**src/rtl/sr_guard_pkg.sv**
```systemverilog
package sr_guard_pkg;
  typedef enum logic [2:0] {
    K_WEN   = 3'd0,
    K_WDIS  = 3'd1,
    K_WSTAT = 3'd2,
    K_RSTAT = 3'd3,
    K_PROG  = 3'd4,
    K_SECT  = 3'd5,
    K_BLK   = 3'd6,
    K_CHIP  = 3'd7
  } req_kind_e;

  // status bit positions
  localparam int unsigned S_BUSY = 0;
  localparam int unsigned S_WEN  = 1;
  localparam int unsigned S_L0   = 2;
  localparam int unsigned S_BOT  = 5;
  localparam int unsigned S_RSV  = 6;
  localparam int unsigned S_LOCK = 7;

  function automatic logic is_write_kind(req_kind_e k);
    return (k == K_WSTAT) || (k == K_PROG) || (k == K_SECT) ||
           (k == K_BLK) || (k == K_CHIP);
  endfunction

  function automatic logic has_addr(req_kind_e k);
    return (k == K_PROG) || (k == K_SECT) || (k == K_BLK);
  endfunction
endpackage

```
**src/rtl/sr_guard_range.sv**
```systemverilog
module sr_guard_range #(
  parameter int unsigned BLK_W = 3
) (
  input  logic [BLK_W-1:0] blk_idx,
  input  logic [2:0]       level,
  input  logic             bottom,
  output logic             hit
);
  localparam int unsigned NBLK = 1 << BLK_W;

  logic [BLK_W:0] span;
  logic [BLK_W:0] idx_ext;

  always_comb begin
    idx_ext = {1'b0, blk_idx};
    // levels 1..3 cover 1/8, 1/4, 1/2 of the array
    span = (BLK_W+1)'(NBLK >> (4 - int'(level[1:0])));
    if (level[2])
      hit = 1'b1;
    else if (level[1:0] == 2'b00)
      hit = 1'b0;
    else if (bottom)
      hit = idx_ext < span;
    else
      hit = idx_ext >= ((BLK_W+1)'(NBLK) - span);
  end
endmodule

```
**src/rtl/sr_guard_perm.sv**
```systemverilog
module sr_guard_perm
  import sr_guard_pkg::*;
(
  input  logic      req_valid,
  input  req_kind_e kind,
  input  logic      busy,
  input  logic      wen,
  input  logic      wp_n,
  input  logic      lock,
  input  logic [2:0] level,
  input  logic      hit,
  output logic      allow,
  output logic      start_op
);
  always_comb begin
    allow = 1'b0;
    if (req_valid) begin
      unique case (kind)
        K_RSTAT:             allow = 1'b1;
        K_WEN, K_WDIS:       allow = !busy;
        K_WSTAT:             allow = !busy && wen && (wp_n || !lock);
        K_PROG, K_SECT, K_BLK: allow = !busy && wen && !hit;
        K_CHIP:              allow = !busy && wen && (level == 3'b000);
        default:             allow = 1'b0;
      endcase
    end
    start_op = allow && is_write_kind(kind);
  end
endmodule

```
**src/rtl/flash_status_guard.sv**
```systemverilog
module flash_status_guard
  import sr_guard_pkg::*;
#(
  parameter int unsigned ADDR_W  = 19,
  parameter int unsigned BLK_LSB = 16,
  parameter logic [7:0]  NV_INIT = 8'h00
) (
  input  logic              clk,
  input  logic              rst,
  input  logic              req_valid,
  input  logic [2:0]        req_kind,
  input  logic [7:0]        req_data,
  input  logic [ADDR_W-1:0] req_addr,
  input  logic              wp_n,
  input  logic              op_done,
  output logic [7:0]        status_o,
  output logic              grant_o,
  output logic              deny_o,
  output logic              prot_hit_o
);
  localparam int unsigned BLK_W = ADDR_W - BLK_LSB;

  req_kind_e  kind;
  logic       busy_q, wen_q, bot_q, lock_q;
  logic [2:0] lvl_q;
  logic       hit, allow, start_op;

  assign kind = req_kind_e'(req_kind);

  sr_guard_range #(.BLK_W(BLK_W)) u_range (
    .blk_idx (req_addr[ADDR_W-1:BLK_LSB]),
    .level   (lvl_q),
    .bottom  (bot_q),
    .hit     (hit)
  );

  sr_guard_perm u_perm (
    .req_valid (req_valid),
    .kind      (kind),
    .busy      (busy_q),
    .wen       (wen_q),
    .wp_n      (wp_n),
    .lock      (lock_q),
    .level     (lvl_q),
    .hit       (hit),
    .allow     (allow),
    .start_op  (start_op)
  );

  always_ff @(posedge clk) begin
    if (rst) begin
      busy_q     <= 1'b0;
      wen_q      <= 1'b0;
      lvl_q      <= NV_INIT[S_L0 +: 3];
      bot_q      <= NV_INIT[S_BOT];
      lock_q     <= NV_INIT[S_LOCK];
      grant_o    <= 1'b0;
      deny_o     <= 1'b0;
      prot_hit_o <= 1'b0;
    end else begin
      grant_o    <= req_valid && allow;
      deny_o     <= req_valid && !allow;
      prot_hit_o <= req_valid && has_addr(kind) && hit;
      if (op_done && busy_q) begin
        busy_q <= 1'b0;
        wen_q  <= 1'b0;
      end
      if (allow) begin
        unique case (kind)
          K_WEN:   wen_q <= 1'b1;
          K_WDIS:  wen_q <= 1'b0;
          K_WSTAT: begin
            lvl_q  <= req_data[S_L0 +: 3];
            bot_q  <= req_data[S_BOT];
            lock_q <= req_data[S_LOCK];
          end
          default: ;
        endcase
      end
      if (start_op) busy_q <= 1'b1;
    end
  end

  assign status_o = {lock_q, 1'b0, bot_q, lvl_q, wen_q, busy_q};
endmodule

```
**config.mk**
```make
export PLATFORM = sky130hd
export DESIGN_NAME = flash_status_guard
export DESIGN_NICKNAME = d
export VERILOG_FILES = /design/src/rtl/sr_guard_pkg.sv /design/src/rtl/sr_guard_range.sv /design/src/rtl/sr_guard_perm.sv /design/src/rtl/flash_status_guard.sv
export SDC_FILE = /design/constraint.sdc
export NUM_CORES = 1
export LEC_CHECK = 0
export ABC_AREA = 1
export CORE_MARGIN = 10
export CORE_UTILIZATION = 56
export CTS_BUF_LIST = sky130_fd_sc_hd__clkbuf_2
export CTS_CLUSTER_SIZE = 16
export DETAILED_ROUTE_END_ITERATION = 10
export DONT_BUFFER_PORTS = 1
export HOLD_SLACK_MARGIN = 0.1
export PLACE_DENSITY_LB_ADDON = 0.08
export SKIP_LAST_GASP = 1
export SLEW_MARGIN = 40
export SYNTH_ARGS = -nofsm -noshare
export SYNTH_HDL_FRONTEND = slang
export SYNTH_SLANG_ARGS = --single-unit
```
**constraint.sdc**
```tcl
create_clock -name clk -period 1.85 [get_ports clk]
set_input_delay 0.0925 -clock clk [delete_from_list [all_inputs] [get_ports clk]]
set_output_delay 0.0925 -clock clk [all_outputs]
set_load 0.01 [all_outputs]
```
==> results.md <==
Placement:
- Routability-driven placement finished with a final weighted congestion of 0.745.
- The HPWL after detailed placement is 1480 um.
- After detailed placement, the total cell area comes to 862 um2.
- The count of input and output buffers is 0.

STA:
- The number of pins exceeding their max-slew limit in the final report is 0.
- The hold violation count in the final report is 0.
- The setup-violating endpoint count in the final report is 8.
- On the final layout, the worst hold slack is 0.103 ns.
- For this run, the top clock speed supported by timing is 504 MHz.
- The pin slew with the least headroom to its limit is 0.538 ns.
- The final setup skew is 0.00425 ns.
- The minimum clock period is 1.98 ns.
- The final critical-path share of the clock period is 107%.
- The worst-case headroom to the max-slew limit is 64.0%.
- Setup repair after global routing could not meet its margin everywhere.
- Once routing completed, OpenROAD measured the worst setup slack at -0.135 ns.

Cells and area:
- The area growth from synthesis to layout is 39.5%.
- The fill cell instance count of the final layout is 80.
- The most frequent standard cell in the layout excluding fill and tap cells is sky130_fd_sc_hd__inv_1.
- The final core utilization is 85.1%.
- The number of nets in the final layout is 194.
- 0 antenna diodes ended up in the layout.
- Of the cells placed in the final design, the portion with a size suffix greater than 1 is 29.3%.
- Leaving out fill and tap cells, the most frequent cells in the layout are sky130_fd_sc_hd__inv_1, sky130_fd_sc_hd__nand2_1, sky130_fd_sc_hd__dlygate4sd3_1, sky130_fd_sc_hd__buf_4, sky130_fd_sc_hd__nor2_1.
- The final standard cell area without fillers is 1150 um2.

Drt:
- The total iterations of the first detailed-routing run is 4.
- In the routed design, unresolved DRC markers number 0.
- The number of violations reported at the end of detailed-routing iteration 0 is 16.
- In the final routed layout, each cell accounts on average for 15.0 um.
- Using the TritonRoute via totals, the vias-per-cell ratio works out to 5.03.
- The total length of routed wires is 2430 um.
- The count of antenna-violating nets left after detailed routing is 0.
- The total number of vias is 815.

Clock tree:
- The maximum level of the CTS H-tree is 1.
- The CTS tree is built.
- The CTS buffer count is 3.
- At the later pin of the worst-skew pair, clock insertion delay measures 0.25 ns.
- Counting along the longest clock path gives a buffer depth of 2.
- The cell at the root of the clock tree is sky130_fd_sc_hd__clkbuf_2.
- The clock net in this run drives a total of 10 sinks.
- After clock tree synthesis, the clock-pin slew on the worst setup and hold paths is 0.09 ns.

Power and ir drop:
- For this design the static power due to leakage is 0.570 nW.
- The maximum VDD drop is 0.544 mV.
- The power density over the cells is 410 nW/um2.

Critical path:
- STA puts the critical path data arrival time at 2.18 ns.
- The worst setup path is launched from a flop.
- The largest fanout on the critical path is 6.
- The required arrival time at the worst endpoint is 2.04 ns.
- In this run the register-to-register setup slack is -0.13 ns.
- The worst register-to-register path begins at lvl_q[0].
- The worst setup path is captured at a flop.
- The endpoint of the most critical register-to-register path is lvl_q[2].
- The start-to-end type of the worst setup path is flop to flop.
- The depth of the most critical reg-to-reg path is 17.

Floorplanning:
- The number of primary I/O pins is 46.
- In this run the vertical extent of the chip is 58.3 um.
- For this configuration, the core starts out at a cell density of 61.0%.
- The region available for standard cell placement spans 1350 um2.
- The floorplan step defined a die boundary enclosing 3400 um2.
- The initialized floorplan defines 13 standard-cell rows.
- The width of the chip is 58.3 um.

Synthesis:
- The sequential-to-total area share from yosys stat is 24.3%.
- The number of warning messages in the yosys log is 0.
- The net count of the mapped netlist is 169.
- The per-instance average area after synthesis is 6.69 um2.
- Counting flops and latches in the post-synthesis netlist gives 10.
- Counting distinct cell types in the post-synthesis netlist gives 23.
- The synthesized netlist occupies a cell area of 823 um2.
- The cell count after synthesis came out at 123.

Outcome:
- The final reports fail on setup timing.
- The run finished, with violations left.

Global routing:
- The initial antenna violation count was 0.
- The final global-route overflow total is 0.
- The via count of the first global-routing pass was 816.
- Global routing used 14.4% of the available tracks across all layers.
- The maximum number of pins on one net before global-route repair is 10.
- The first global-routing pass estimated 3960 um of wire.

Worst hold path:
- The number of cells traversed by the worst hold path is 3.
- For hold timing, the worst endpoint is lvl_q[1].
- The startpoint of the lowest-slack hold path is rst.
- The tightest min-delay check is of the primary input to flop type.

Job:
- The count of maximum capacitance violations is 0.
sequential cells by signal, summed over array words and instances (netlist names):
name        count
lvl_q           3
bot_q           1
busy_q          1
deny_o          1
grant_o         1
lock_q          1
prot_hit_o      1
wen_q           1
cell usage after synthesis:
library cell / instances / area, um2
sky130_fd_sc_hd__inv_1: 32 / 120
sky130_fd_sc_hd__nand2_1: 28 / 105
sky130_fd_sc_hd__ha_1: 11 / 138
sky130_fd_sc_hd__dfxtp_1: 10 / 200
sky130_fd_sc_hd__nor2_1: 10 / 37.5
sky130_fd_sc_hd__buf_4: 5 / 37.5
sky130_fd_sc_hd__nand4_1: 5 / 31.3
sky130_fd_sc_hd__nand2_2: 4 / 25.0
sky130_fd_sc_hd__a21oi_1: 2 / 10.0
sky130_fd_sc_hd__nand3_1: 2 / 10.0
sky130_fd_sc_hd__o21ai_0: 2 / 10.0
sky130_fd_sc_hd__a211oi_2: 1 / 12.5
sky130_fd_sc_hd__a21oi_2: 1 / 8.76
sky130_fd_sc_hd__buf_2: 1 / 5.00
sky130_fd_sc_hd__conb_1: 1 / 3.75
sky130_fd_sc_hd__inv_2: 1 / 3.75
sky130_fd_sc_hd__nand2_4: 1 / 11.3
sky130_fd_sc_hd__nand3_2: 1 / 10.0
sky130_fd_sc_hd__nand3_4: 1 / 17.5
sky130_fd_sc_hd__nor2_2: 1 / 6.26
sky130_fd_sc_hd__nor3_1: 1 / 5.00
sky130_fd_sc_hd__o211ai_1: 1 / 7.51
sky130_fd_sc_hd__o31ai_1: 1 / 7.51
final cells by class:
type / count / area [um2] / share of cell area, %
multi-input combinational: 74 / 544 / 47.4
timing repair buffer: 26 / 233 / 20.3
inverter: 33 / 129 / 11.2
tap: 15 / 18.8 / 1.63
clock inverter: 1 / 3.75 / 0.327
clock buffer: 3 / 15.0 / 1.31
sequential: 10 / 205 / 17.9
how the worst max path moves through the flow:
| stage | from | to | slack (ns) | cells past startpoint |
|---|---|---|---|---|
| 2_1_floorplan | lvl_q[0] | lvl_q[0] | 0.02 | 17 |
| 3_3_place_gp | lvl_q[0] | lvl_q[1] | -0.08 | 17 |
| 3_5_place_dp | lvl_q[0] | lvl_q[0] | -0.12 | 17 |
| 4_1_cts | lvl_q[0] | lock_q | -0.06 | 17 |
| 5_1_grt | lvl_q[0] | lvl_q[2] | -0.26 | 17 |
| 6_report | lvl_q[0] | lvl_q[2] | -0.13 | 17 |
routing by layer:
layer	share of wire (%)	GRT usage (%)
met1	38	16.2
met2	50	24.0
met3	9.1	6.22
met4	2.9	4.03
met5	0	0
timing repair:
action / in CTS / in global routing
setup endpoints to repair: 8 / 9
buffers inserted: 6 / 0
hold buffers: 12 / 0
endpoints found under the hold margin: 10 / 0
pin swaps: 8 / 7
gates resized for setup: 17 / 6
stage by stage:
| step | power [mW] | worst slack [ns] | instances | setup TNS, ns |
|---|---|---|---|---|
| detailed placement | 0.302 | -0.124 | 140 | -0.672 |
| global route | 0.500 | -0.256 | 162 | -1.88 |
| CTS | 0.460 | -0.0555 | 162 | -0.273 |
| finish | 0.470 | -0.135 | 162 | -0.726 |
| floorplan | 0.292 | 0.0198 | 123 | 0 |
| global placement | 0.299 | -0.0810 | 140 | -0.420 |
critical path, cell delays in order (launching register included):
cell and delay [ns]:
sky130_fd_sc_hd__dfxtp_4 0.40, sky130_fd_sc_hd__inv_6 0.05, sky130_fd_sc_hd__ha_4 0.25, sky130_fd_sc_hd__inv_2 0.04
sky130_fd_sc_hd__ha_4 0.25, sky130_fd_sc_hd__nand2_2 0.04, sky130_fd_sc_hd__nand2_1 0.05, sky130_fd_sc_hd__nand2_1 0.05
sky130_fd_sc_hd__nand2_1 0.05, sky130_fd_sc_hd__nand2_1 0.04, sky130_fd_sc_hd__nand2_1 0.05, sky130_fd_sc_hd__nand2_1 0.08
sky130_fd_sc_hd__nand2_2 0.09, sky130_fd_sc_hd__nand2_4 0.10, sky130_fd_sc_hd__buf_6 0.16, sky130_fd_sc_hd__nand4_1 0.07
sky130_fd_sc_hd__nand2_1 0.06, sky130_fd_sc_hd__nor2_1 0.10
where the power goes:
part,internal (mW),switching [mW],leakage [nW]
sequential,0.220,0.00674,0.0824
clock,0.0470,0.0745,0.0140
combinational,0.0586,0.0641,0.474
logic make-up after synthesis:
| family | Yosys count | share of synthesized area, % |
|---|---|---|
| simple gates | 54 | 31.5 |
| buf+inv | 39 | 20.2 |
| fa+ha+maj | 11 | 16.7 |
| flops | 10 | 24.3 |
| compound gates | 8 | 6.84 |
| other cells | 1 | 0.455 |
(Power assumes the default switching activity.)
